===== config.mk =====
export PLATFORM = sky130hd
export DESIGN_NAME = i2c_cmd_sequencer
export DESIGN_NICKNAME = d
export VERILOG_FILES = /design/src/rtl/i2c_seq_pkg.sv /design/src/rtl/i2c_seq_fifo.sv /design/src/rtl/i2c_seq_datapath.sv /design/src/rtl/i2c_seq_control.sv /design/src/rtl/i2c_cmd_sequencer.sv
export SDC_FILE = /design/constraint.sdc
export NUM_CORES = 1
export LEC_CHECK = 0
export BUFFER_PORTS_ARGS = -buffer_cell sky130_fd_sc_hd__buf_2
export CAP_MARGIN = 20
export CORE_UTILIZATION = 59
export DETAILED_ROUTE_END_ITERATION = 10
export PLACE_DENSITY_LB_ADDON = 0.08
export RECOVER_POWER = 25
export SLEW_MARGIN = 5
export SYNTH_ARGS = -nofsm -noshare
export SYNTH_HDL_FRONTEND = slang
export SYNTH_HIERARCHICAL = 1
export SYNTH_SLANG_ARGS = --single-unit
export TNS_END_PERCENT = 5

===== constraint.sdc =====
create_clock -name clk -period 4.2 [get_ports clk]
set_input_delay 0.42 -clock clk [delete_from_list [all_inputs] [get_ports clk]]
set_output_delay 0.42 -clock clk [all_outputs]
set_load 0.01 [all_outputs]

===== src/rtl/i2c_seq_pkg.sv =====
package i2c_seq_pkg;
  localparam int CMD_W = 11;
  localparam int TAR_W = 13;
  localparam int ABORT_W = 13;

  localparam int CMD_READ_BIT = 8;
  localparam int CMD_STOP_BIT = 9;
  localparam int CMD_RESTART_BIT = 10;
  localparam int TAR_TEN_BIT = 12;

  localparam int ABT_ADDR7 = 0;
  localparam int ABT_TEN_HI = 1;
  localparam int ABT_TEN_LO = 2;
  localparam int ABT_DATA = 3;
  localparam int ABT_DISABLED = 11;
  localparam int ABT_ARB = 12;

  typedef enum logic [2:0] {
    OP_START   = 3'd0,
    OP_RESTART = 3'd1,
    OP_WRITE   = 3'd2,
    OP_READ    = 3'd3,
    OP_STOP    = 3'd4
  } bus_op_e;

  typedef struct packed {
    logic               cmdPop;
    logic               rxPush;
    logic [7:0]         rxByte;
    logic               flush;
    logic               setAbort;
    logic [ABORT_W-1:0] abortCode;
    logic               setStop;
  } seq_strobe_t;
endpackage


===== src/rtl/i2c_seq_fifo.sv =====
module i2c_seq_fifo #(
  parameter int W = 8,
  parameter int DEPTH = 8,
  parameter int LW = $clog2(DEPTH + 1)
) (
  input  logic          clk,
  input  logic          rstN,
  input  logic          flush,
  input  logic          push,
  input  logic [W-1:0]  pushData,
  input  logic          pop,
  output logic [W-1:0]  headData,
  output logic          empty,
  output logic          full,
  output logic [LW-1:0] level
);
  localparam int AW = (DEPTH > 1) ? $clog2(DEPTH) : 1;
  localparam logic [AW-1:0] LAST = AW'(DEPTH - 1);

  logic [W-1:0]  mem [DEPTH];
  logic [AW-1:0] rdPtr, wrPtr;
  logic [LW-1:0] count;
  logic          doPush, doPop;

  assign empty    = (count == '0);
  assign full     = (count == LW'(DEPTH));
  assign level    = count;
  assign headData = mem[rdPtr];
  assign doPush   = push && !full;
  assign doPop    = pop && !empty;

  always_ff @(posedge clk) begin
    if (doPush && !flush) mem[wrPtr] <= pushData;
  end

  always_ff @(posedge clk or negedge rstN) begin
    if (!rstN) begin
      rdPtr <= '0;
      wrPtr <= '0;
      count <= '0;
    end else if (flush) begin
      rdPtr <= '0;
      wrPtr <= '0;
      count <= '0;
    end else begin
      if (doPush) wrPtr <= (wrPtr == LAST) ? '0 : wrPtr + 1'b1;
      if (doPop)  rdPtr <= (rdPtr == LAST) ? '0 : rdPtr + 1'b1;
      case ({doPush, doPop})
        2'b10:   count <= count + 1'b1;
        2'b01:   count <= count - 1'b1;
        default: count <= count;
      endcase
    end
  end

  AST_FLUSH_EMPTIES: assert property (@(posedge clk) disable iff (!rstN)
    flush |=> (count == '0));
endmodule


===== src/rtl/i2c_seq_datapath.sv =====
module i2c_seq_datapath import i2c_seq_pkg::*; #(
  parameter int CMD_DEPTH = 8,
  parameter int RX_DEPTH = 8,
  parameter int TXL_W = $clog2(CMD_DEPTH + 1),
  parameter int RXL_W = $clog2(RX_DEPTH + 1)
) (
  input  logic               clk,
  input  logic               rstN,
  input  logic               enableStatus,
  input  seq_strobe_t        strb,
  input  logic               cmdPush,
  input  logic [CMD_W-1:0]   cmdWord,
  output logic [CMD_W-1:0]   cmdHead,
  output logic               cmdEmpty,
  output logic               cmdFull,
  output logic [TXL_W-1:0]   txLevel,
  input  logic               rxPop,
  output logic [7:0]         rxData,
  output logic               rxEmpty,
  output logic [RXL_W-1:0]   rxLevel,
  input  logic               tarWrite,
  input  logic [TAR_W-1:0]   tarValue,
  output logic [TAR_W-1:0]   tarReg,
  input  logic               abortClr,
  input  logic               stopClr,
  output logic [ABORT_W-1:0] abortSource,
  output logic               abortIrq,
  output logic               stopIrq
);
  logic rxFull;
  logic cmdAccept;

  assign cmdAccept = cmdPush && enableStatus;

  i2c_seq_fifo #(.W(CMD_W), .DEPTH(CMD_DEPTH), .LW(TXL_W)) u_cmdQ (
    .clk(clk), .rstN(rstN), .flush(strb.flush),
    .push(cmdAccept), .pushData(cmdWord), .pop(strb.cmdPop),
    .headData(cmdHead), .empty(cmdEmpty), .full(cmdFull), .level(txLevel)
  );

  i2c_seq_fifo #(.W(8), .DEPTH(RX_DEPTH), .LW(RXL_W)) u_rxQ (
    .clk(clk), .rstN(rstN), .flush(strb.flush),
    .push(strb.rxPush), .pushData(strb.rxByte), .pop(rxPop),
    .headData(rxData), .empty(rxEmpty), .full(rxFull), .level(rxLevel)
  );

  always_ff @(posedge clk or negedge rstN) begin
    if (!rstN) begin
      tarReg      <= '0;
      abortSource <= '0;
      abortIrq    <= 1'b0;
      stopIrq     <= 1'b0;
    end else begin
      if (tarWrite) tarReg <= tarValue;
      if (strb.setAbort) begin
        abortSource <= strb.abortCode;
        abortIrq    <= 1'b1;
      end else if (abortClr) begin
        abortSource <= '0;
        abortIrq    <= 1'b0;
      end
      if (strb.setStop)  stopIrq <= 1'b1;
      else if (stopClr)  stopIrq <= 1'b0;
    end
  end

  AST_DISABLED_PUSH_DROPPED: assert property (@(posedge clk) disable iff (!rstN)
    (cmdPush && !enableStatus) |=> (txLevel == '0 && abortIrq));
  AST_STOP_FLAG: assert property (@(posedge clk) disable iff (!rstN)
    strb.setStop |=> stopIrq);
  AST_ABORT_FLAG: assert property (@(posedge clk) disable iff (!rstN)
    strb.setAbort |=> (abortIrq && $countones(abortSource) == 1));
  AST_RX_NO_OVERFLOW: assert property (@(posedge clk) disable iff (!rstN)
    strb.rxPush |-> !rxFull);
endmodule


===== src/rtl/i2c_seq_control.sv =====
module i2c_seq_control import i2c_seq_pkg::*; (
  input  logic             clk,
  input  logic             rstN,
  input  logic             enableReq,
  input  logic             cmdPush,
  input  logic             cmdEmpty,
  input  logic [CMD_W-1:0] cmdHead,
  input  logic [TAR_W-1:0] tarReg,
  output logic             enableStatus,
  output logic             busActive,
  output logic             opValid,
  output bus_op_e          opCode,
  output logic [7:0]       opByte,
  output logic             opAck,
  input  logic             opDone,
  input  logic             opNack,
  input  logic             opArbLost,
  input  logic [7:0]       opRdData,
  output seq_strobe_t      strb
);
  typedef enum logic [3:0] {
    ST_IDLE, ST_FETCH, ST_START, ST_RESTART, ST_ADDR_HI,
    ST_ADDR_LO, ST_RS10, ST_ADDR_RD, ST_DATA, ST_STOP
  } seq_state_e;

  seq_state_e       state, stateNext;
  logic [CMD_W-1:0] curCmd;
  logic             loadCmd;
  logic             tenBit, isRead, wantStop;

  assign tenBit    = tarReg[TAR_TEN_BIT];
  assign isRead    = curCmd[CMD_READ_BIT];
  assign wantStop  = curCmd[CMD_STOP_BIT];
  assign busActive = (state != ST_IDLE);
  assign opAck     = !wantStop;

  function automatic logic [ABORT_W-1:0] abortBit(input int pos);
    return ABORT_W'(1) << pos;
  endfunction

  // operation presented to the bus engine
  always_comb begin
    opValid = 1'b1;
    opCode  = OP_WRITE;
    opByte  = curCmd[7:0];
    case (state)
      ST_START:            opCode = OP_START;
      ST_RESTART, ST_RS10: opCode = OP_RESTART;
      ST_ADDR_HI: opByte = tenBit ? {5'b11110, tarReg[9:8], 1'b0}
                                  : {tarReg[6:0], isRead};
      ST_ADDR_LO: opByte = tarReg[7:0];
      ST_ADDR_RD: opByte = {5'b11110, tarReg[9:8], 1'b1};
      ST_DATA:    opCode = isRead ? OP_READ : OP_WRITE;
      ST_STOP:    opCode = OP_STOP;
      default:    opValid = 1'b0;
    endcase
  end

  // sequencing and strobes toward the datapath
  always_comb begin
    stateNext   = state;
    loadCmd     = 1'b0;
    strb        = '0;
    strb.rxByte = opRdData;
    case (state)
      ST_IDLE: begin
        if (enableStatus && enableReq && !cmdEmpty) begin
          strb.cmdPop = 1'b1;
          loadCmd     = 1'b1;
          stateNext   = ST_START;
        end
      end
      ST_FETCH: begin
        if (!cmdEmpty) begin
          strb.cmdPop = 1'b1;
          loadCmd     = 1'b1;
          if (cmdHead[CMD_RESTART_BIT] || (cmdHead[CMD_READ_BIT] != isRead))
            stateNext = ST_RESTART;
          else
            stateNext = ST_DATA;
        end
      end
      ST_START, ST_RESTART: if (opDone) stateNext = ST_ADDR_HI;
      ST_ADDR_HI: begin
        if (opDone) begin
          if (opNack) begin
            strb.setAbort  = 1'b1;
            strb.abortCode = abortBit(tenBit ? ABT_TEN_HI : ABT_ADDR7);
            strb.flush     = 1'b1;
            stateNext      = ST_STOP;
          end else begin
            stateNext = tenBit ? ST_ADDR_LO : ST_DATA;
          end
        end
      end
      ST_ADDR_LO: begin
        if (opDone) begin
          if (opNack) begin
            strb.setAbort  = 1'b1;
            strb.abortCode = abortBit(ABT_TEN_LO);
            strb.flush     = 1'b1;
            stateNext      = ST_STOP;
          end else begin
            stateNext = isRead ? ST_RS10 : ST_DATA;
          end
        end
      end
      ST_RS10: if (opDone) stateNext = ST_ADDR_RD;
      ST_ADDR_RD: begin
        if (opDone) begin
          if (opNack) begin
            strb.setAbort  = 1'b1;
            strb.abortCode = abortBit(ABT_TEN_HI);
            strb.flush     = 1'b1;
            stateNext      = ST_STOP;
          end else begin
            stateNext = ST_DATA;
          end
        end
      end
      ST_DATA: begin
        if (opDone) begin
          if (isRead) begin
            strb.rxPush = 1'b1;
            stateNext   = wantStop ? ST_STOP : ST_FETCH;
          end else if (opNack) begin
            strb.setAbort  = 1'b1;
            strb.abortCode = abortBit(ABT_DATA);
            strb.flush     = 1'b1;
            stateNext      = ST_STOP;
          end else begin
            stateNext = wantStop ? ST_STOP : ST_FETCH;
          end
        end
      end
      ST_STOP: begin
        if (opDone) begin
          strb.setStop = 1'b1;
          stateNext    = ST_IDLE;
        end
      end
      default: stateNext = ST_IDLE;
    endcase

    if (opValid && opDone && opArbLost) begin
      strb.rxPush    = 1'b0;
      strb.setStop   = 1'b0;
      strb.setAbort  = 1'b1;
      strb.abortCode = abortBit(ABT_ARB);
      strb.flush     = 1'b1;
      stateNext      = ST_IDLE;
    end

    if (cmdPush && !enableStatus) begin
      strb.setAbort  = 1'b1;
      strb.abortCode = abortBit(ABT_DISABLED);
      strb.flush     = 1'b1;
    end
  end

  always_ff @(posedge clk or negedge rstN) begin
    if (!rstN) begin
      state        <= ST_IDLE;
      curCmd       <= '0;
      enableStatus <= 1'b0;
    end else begin
      state <= stateNext;
      if (loadCmd) curCmd <= cmdHead;
      if (state == ST_IDLE) enableStatus <= enableReq;
    end
  end

  AST_NACK_FLUSHES_QUEUE: assert property (@(posedge clk) disable iff (!rstN)
    (state == ST_DATA && opDone && opNack && !isRead) |=> cmdEmpty);
  AST_HOLD_KEEPS_BUS: assert property (@(posedge clk) disable iff (!rstN)
    (state == ST_FETCH && cmdEmpty) |=> (busActive && !opValid));
  AST_ENABLE_STABLE_BUSY: assert property (@(posedge clk) disable iff (!rstN)
    (busActive && $past(busActive)) |-> $stable(enableStatus));
  AST_STOP_ENDS_XFER: assert property (@(posedge clk) disable iff (!rstN)
    (opValid && opCode == OP_STOP && opDone) |=> !busActive);
endmodule


===== src/rtl/i2c_cmd_sequencer.sv =====
module i2c_cmd_sequencer import i2c_seq_pkg::*; #(
  parameter int CMD_DEPTH = 8,
  parameter int RX_DEPTH = 8,
  parameter int TXL_W = $clog2(CMD_DEPTH + 1),
  parameter int RXL_W = $clog2(RX_DEPTH + 1)
) (
  input  logic               clk,
  input  logic               rstN,
  input  logic               enableReq,
  output logic               enableStatus,
  input  logic               cmdPush,
  input  logic [CMD_W-1:0]   cmdWord,
  output logic               cmdFull,
  output logic [TXL_W-1:0]   txLevel,
  input  logic               rxPop,
  output logic [7:0]         rxData,
  output logic [RXL_W-1:0]   rxLevel,
  output logic               rxEmpty,
  input  logic               tarWrite,
  input  logic [TAR_W-1:0]   tarValue,
  output logic               busActive,
  output logic [ABORT_W-1:0] abortSource,
  output logic               abortIrq,
  input  logic               abortClr,
  output logic               stopIrq,
  input  logic               stopClr,
  output logic               opValid,
  output logic [2:0]         opCode,
  output logic [7:0]         opByte,
  output logic               opAck,
  input  logic               opDone,
  input  logic               opNack,
  input  logic               opArbLost,
  input  logic [7:0]         opRdData
);
  seq_strobe_t      strb;
  logic [CMD_W-1:0] cmdHead;
  logic             cmdEmpty;
  logic [TAR_W-1:0] tarReg;
  bus_op_e          opCodeE;

  assign opCode = opCodeE;

  i2c_seq_control u_ctrl (
    .clk(clk), .rstN(rstN), .enableReq(enableReq), .cmdPush(cmdPush),
    .cmdEmpty(cmdEmpty), .cmdHead(cmdHead), .tarReg(tarReg),
    .enableStatus(enableStatus), .busActive(busActive),
    .opValid(opValid), .opCode(opCodeE), .opByte(opByte), .opAck(opAck),
    .opDone(opDone), .opNack(opNack), .opArbLost(opArbLost),
    .opRdData(opRdData), .strb(strb)
  );

  i2c_seq_datapath #(
    .CMD_DEPTH(CMD_DEPTH), .RX_DEPTH(RX_DEPTH), .TXL_W(TXL_W), .RXL_W(RXL_W)
  ) u_dp (
    .clk(clk), .rstN(rstN), .enableStatus(enableStatus), .strb(strb),
    .cmdPush(cmdPush), .cmdWord(cmdWord), .cmdHead(cmdHead),
    .cmdEmpty(cmdEmpty), .cmdFull(cmdFull), .txLevel(txLevel),
    .rxPop(rxPop), .rxData(rxData), .rxEmpty(rxEmpty), .rxLevel(rxLevel),
    .tarWrite(tarWrite), .tarValue(tarValue), .tarReg(tarReg),
    .abortClr(abortClr), .stopClr(stopClr), .abortSource(abortSource),
    .abortIrq(abortIrq), .stopIrq(stopIrq)
  );
endmodule


Yosys cells after proc, flatten, opt, wreduce, memory -nomap -nowiden
Memory sizes are Yosys's and may differ from the RTL's.
Index checks and enable logic that the tools add are counted.

word-level totals
  register bits after elaboration = 63
  bits in writable memories = 152
  output and inout port bits = 48
  logic and storage cells = 162
  memories kept = 2

memory list
  name             words  width  read ports  clocked after memory_dff  wr ports  RTL line            text
  u_dp.u_cmdQ.mem  8      11     1           0                         1         i2c_seq_fifo.sv:20  logic [W-1:0] mem [DEPTH];
  u_dp.u_rxQ.mem   8      8      1           0                         1         i2c_seq_fifo.sv:20

cells by class
  add/subtract/negate cells = 8
  equality and inequality tests = 29
  shift-type cells = 1
  multiplexer cells = 73
  reduce and logical (&&, ||, !) cells = 36

operators by type and width
  cell                                                                 number
  15-bit two-way mux                                                   10
  4-bit two-way mux                                                    20
  15-bit case mux with 4 select lines                                  1
  3-bit two-way mux                                                    12
  4-bit case mux with 9 select lines                                   1
  1-bit by 32-bit << shifter with 13-bit output, first input constant  1
  13-bit two-way mux                                                   2
  8-bit case mux with 3 select lines                                   1
  3-bit by 2-bit != test with 1-bit output, second input constant      7
  1-bit two-way mux                                                    20
  4-bit by 3-bit == test with 1-bit output, second input constant      4
  4-bit == test, second input constant                                 4
  16-bit two-way mux                                                   1
  4-bit case mux with 2 select lines                                   2
  3-bit by 1-bit adder with 3-bit output, second input constant        4
  3-bit == test, second input constant                                 4
  1-bit logical AND                                                    12
  4-bit logical NOT                                                    3
  3-bit case mux with 4 select lines                                   1
  2-bit nonzero test                                                   6
  9-bit AND reduction                                                  1
  4-bit by 1-bit adder with 4-bit output, second input constant        2
  4-bit by 2-bit == test with 1-bit output, second input constant      2
  8-bit two-way mux                                                    1
  other kinds (14)                                                     25

Logic depth before layout (Yosys ltp)
  word-level depth = 11
  gate-level depth with buffers = 12
  depth with buffers taken out = 9

Modules after synthesis
Netlist, hierarchy kept.

modules (own cells, without submodules)
  module                      times used  cells each  area an instance (µm²)
  i2c_seq_fifo (u_dp.u_cmdQ)  1           207         4033.9
  i2c_seq_fifo (u_dp.u_rxQ)   1           173         3140.5
  i2c_seq_control             1           178         1443.9
  i2c_seq_datapath            1           63          1019.7

Least setup slack after synthesis
OpenSTA, ideal clock, no wires.

  path kind = register to register
  from = register u_ctrl.state[2]
  to = memory u_dp/u_cmdQ/mem[0][0] in the netlist's numbering (enable)
  data arrival time = 2.724 ns
  data required time = 3.807 ns
  setup slack = 1.083 ns
  stages on the path, launching flop included = 10
  period minus slack after synthesis = 3.117 ns
  cell sequence = dfrtp_1 buf_6 nor2_1 xnor2_1 a22oi_1 o21ai_0 buf_4 nor3b_1 nand2b_1 nor3_1

RTL lines
  item                      RTL line                text
  start: declaration        i2c_seq_control.sv:26   seq_state_e state, stateNext;
  start signal: assignment  i2c_seq_control.sv:167  state <= stateNext;
  end: declaration          i2c_seq_fifo.sv:20

==> results.yml <==
clocking:
  clkSinkCount: 213
  clockRootBuffer: "clkbuf_16"
  clk_latency_ns: 0.49
  clk_path_buf_depth: 3
  cts_buffers: 22
  cts_tree: "built"
  clkTransAtPathRegs_ns: 0.06
  cts_resized: 0
  cts_max_level: 1
floorplan:
  start_util: 0.604
  ios: 91
  core_mm2: 0.0158
  die_h_um: 129
  die_x_um: 129
  die-area_mm2: 0.0167
  row_count: 46
logic_synthesis:
  yosys_warnings: 6
  synthesis.area_mm2: 0.00957
  avgSynthCellArea_um2: 15.5
  syn_inst: 617
power:
  cellLeakagePower_nw: 4.07
  total_power_mw: 6.18
  power.internal_mw: 4.30
  seqPwrFrac: 0.441
  pwr-share-comb: 0.257
  clkPwrFrac: 0.303
  p_switching_mw: 1.88
  p_sw_frac: 0.304
  power_density_mw_per_mm2: 569
  peakVddDrop_uv: 374
placed_design:
  place_ws_ns: 0.950
  place_hpwl_mm: 12.3
  gp_congestion: 0.904
  placed_area_mm2: 0.0102
  place_inst: 904
  port_buffers: 88
detailed_routing:
  detail_route.first_pass.iterations: 5
  wl_mm: 18.7
  num_vias: 5650
  ant_nets: 0
  drt_iter0_drc: 463
  via_per_inst: 5.98
  drc: 0
  wire_per_inst_um: 19.8
worst_setup_path:
  crit_path_start_kind: "flip-flop"
  worstPathMaxFanout: 17
  cp.required_ns: 4.59
  regToRegStartpoint: "u_ctrl/state[3]"
  r2r_setup_slack_ns: 0.93
  reg2reg_to: "u_dp/u_rxQ/level[3]"
  arrival_ns: 3.67
  ff2ff_path_depth: 10
  critPathKind: "reg2reg"
  critPathCaptureType: "flip-flop"
outcome:
  run_status: "complete, no violations"
timing:
  fin_tns_setup_ns: 0
  setup_viol: 0
  fin_crit_ns: 3.27
  rsz0062_at_grt: "no"
  slew_headroom: 0.328
  worstMarginPinSlew_ns: 0.997
  worst_slack_ns: 0.926
  hold_violations: 0
  max_freq_ghz: 0.305
  skew_ns: 0.00843
  period_share: 0.779
  final_max_slew_viol_count: 0
layout:
  nets: 770
  drive_gt1_frac: 0.310
  area_growth_pct: 13.5
  final_cell_area_mm2: 0.0109
  multiInputGateArea_mm2: 0.00313
  regArea_mm2: 0.00609
  fillCellCount: 1093
  antennaDiodeCount: 0
  final_cells: 945
global_routing:
  grt_use_total: 0.229
  grt_pass1_wl_mm: 28.8
  antenna_found_initial: 0
  grt.overflow.total: 0
  grt_max_degree: 41
  grt_pass1_vias: 5416
min_path:
  hold_path_class: "in2reg"
  min_to: "u_dp/tarReg[5]"
  min_from: "tarValue[5]"
  hold_depth: 2
flow_run:
  max_cap_violations: 0
==> power by group through the flow <==
stage | clock [mW] | sequential (mW) | combinational, mW
detailed placement | 0 | 2.77 | 1.58
global route | 1.99 | 2.76 | 1.75
CTS | 1.91 | 2.72 | 1.59
global placement | 0 | 2.75 | 1.54
floorplan | 0 | 2.64 | 1.27
finish | 1.87 | 2.72 | 1.59
==> what timing repair did <==
action | CTS | global route
setup buffers | 0 | 0
hold buffers | 1 | 0
hold endpoints to repair | 28 | 0
==> stage by stage <==
| step | util | hold WS, ns |
|---|---|---|
| floorplan | - | 0.124 |
| global placement | 0.642 | 0.456 |
| detailed placement | 0.642 | 0.468 |
| CTS | 0.687 | 0.136 |
| global route | 0.686 | 0.150 |
| finish | 0.686 | 0.159 |
==> layer usage <==
metal / GRT usage / wire length (µm) / up-vias
met2: 0.356 / 8790 / 170
li1: - / - / 2563
met3: 0.0355 / 905 / 34
met1: 0.340 / 8610 / 2883
met4: 0.0595 / 386 / 0
met5: 0 / 0 / -
==> state kept, by name, indices dropped and copies added (netlist names) <==
name / flops
u_dp/u_rxQ/wrPtr: 3
u_dp/tarReg: 11
u_ctrl/curCmd: 10
u_dp/u_rxQ/mem: 64
u_dp/u_rxQ/rdPtr: 3
u_dp/u_cmdQ/rdPtr: 3
u_dp/abortSource: 13
u_dp/u_cmdQ/level: 4
u_ctrl/state: 4
u_dp/u_cmdQ/mem: 88
u_dp/u_cmdQ/wrPtr: 3
u_dp/abortIrq: 1
u_dp/stopIrq: 1
u_ctrl/enableStatus: 1
u_dp/u_rxQ/level: 4
==> worst max-delay path, cell delays in order, from the launching register on <==
cell	delay, ns
dfrtp_1	0.76
nand2b_1	0.22
nand2b_1	0.25
nor4_2	0.25
buf_4	0.26
a21oi_4	0.09
ha_1	0.37
a21oi_1	0.26
nand2_1	0.10
or4b_1	0.52
o311ai_1	0.09
==> placed cells by master (no fill, tap or decap), types with 7 or more instances in the layout <==
cell and instances:
a21oi_1 31, a22o_1 13, buf_2 72, buf_4 25, clkbuf_1 19, clkbuf_16 23, clkinv_1 9, conb_1 7
dfrtp_1 61, edfxtp_1 152, ha_1 12, inv_1 9, mux2_2 33, mux2i_1 9, mux4_2 38, nand2_1 32
nand2b_1 13, nand3_1 8, nor2_1 38, nor3_1 11, o21ai_0 9, o22ai_1 13
==> area by class of cell <==
type | instances | area share
flip-flops and latches | 213 | 0.561
multi-input cells | 350 | 0.288
repair buffers | 114 | 0.0569
clock buffers | 26 | 0.0540
well taps | 216 | 0.0249
clock inverters | 14 | 0.0106
inverters | 12 | 0.00415
==> worst max path at each step <==
stage               depth (start not counted)                     to             from  slack, ns
floorplan                                   9  u_dp/u_cmdQ/mem[0][0]  u_ctrl/state[2]       1.08
global placement                           10    u_dp/u_rxQ/level[3]  u_ctrl/state[3]       1.10
detailed placement                         10    u_dp/u_rxQ/level[3]  u_ctrl/state[3]       0.95
CTS                                        10    u_dp/u_rxQ/level[3]  u_ctrl/state[3]       0.93
global route                               10   u_dp/u_cmdQ/level[3]  u_ctrl/state[1]       0.71
finish                                     10    u_dp/u_rxQ/level[3]  u_ctrl/state[3]       0.93
(Power assumes the default switching activity.)
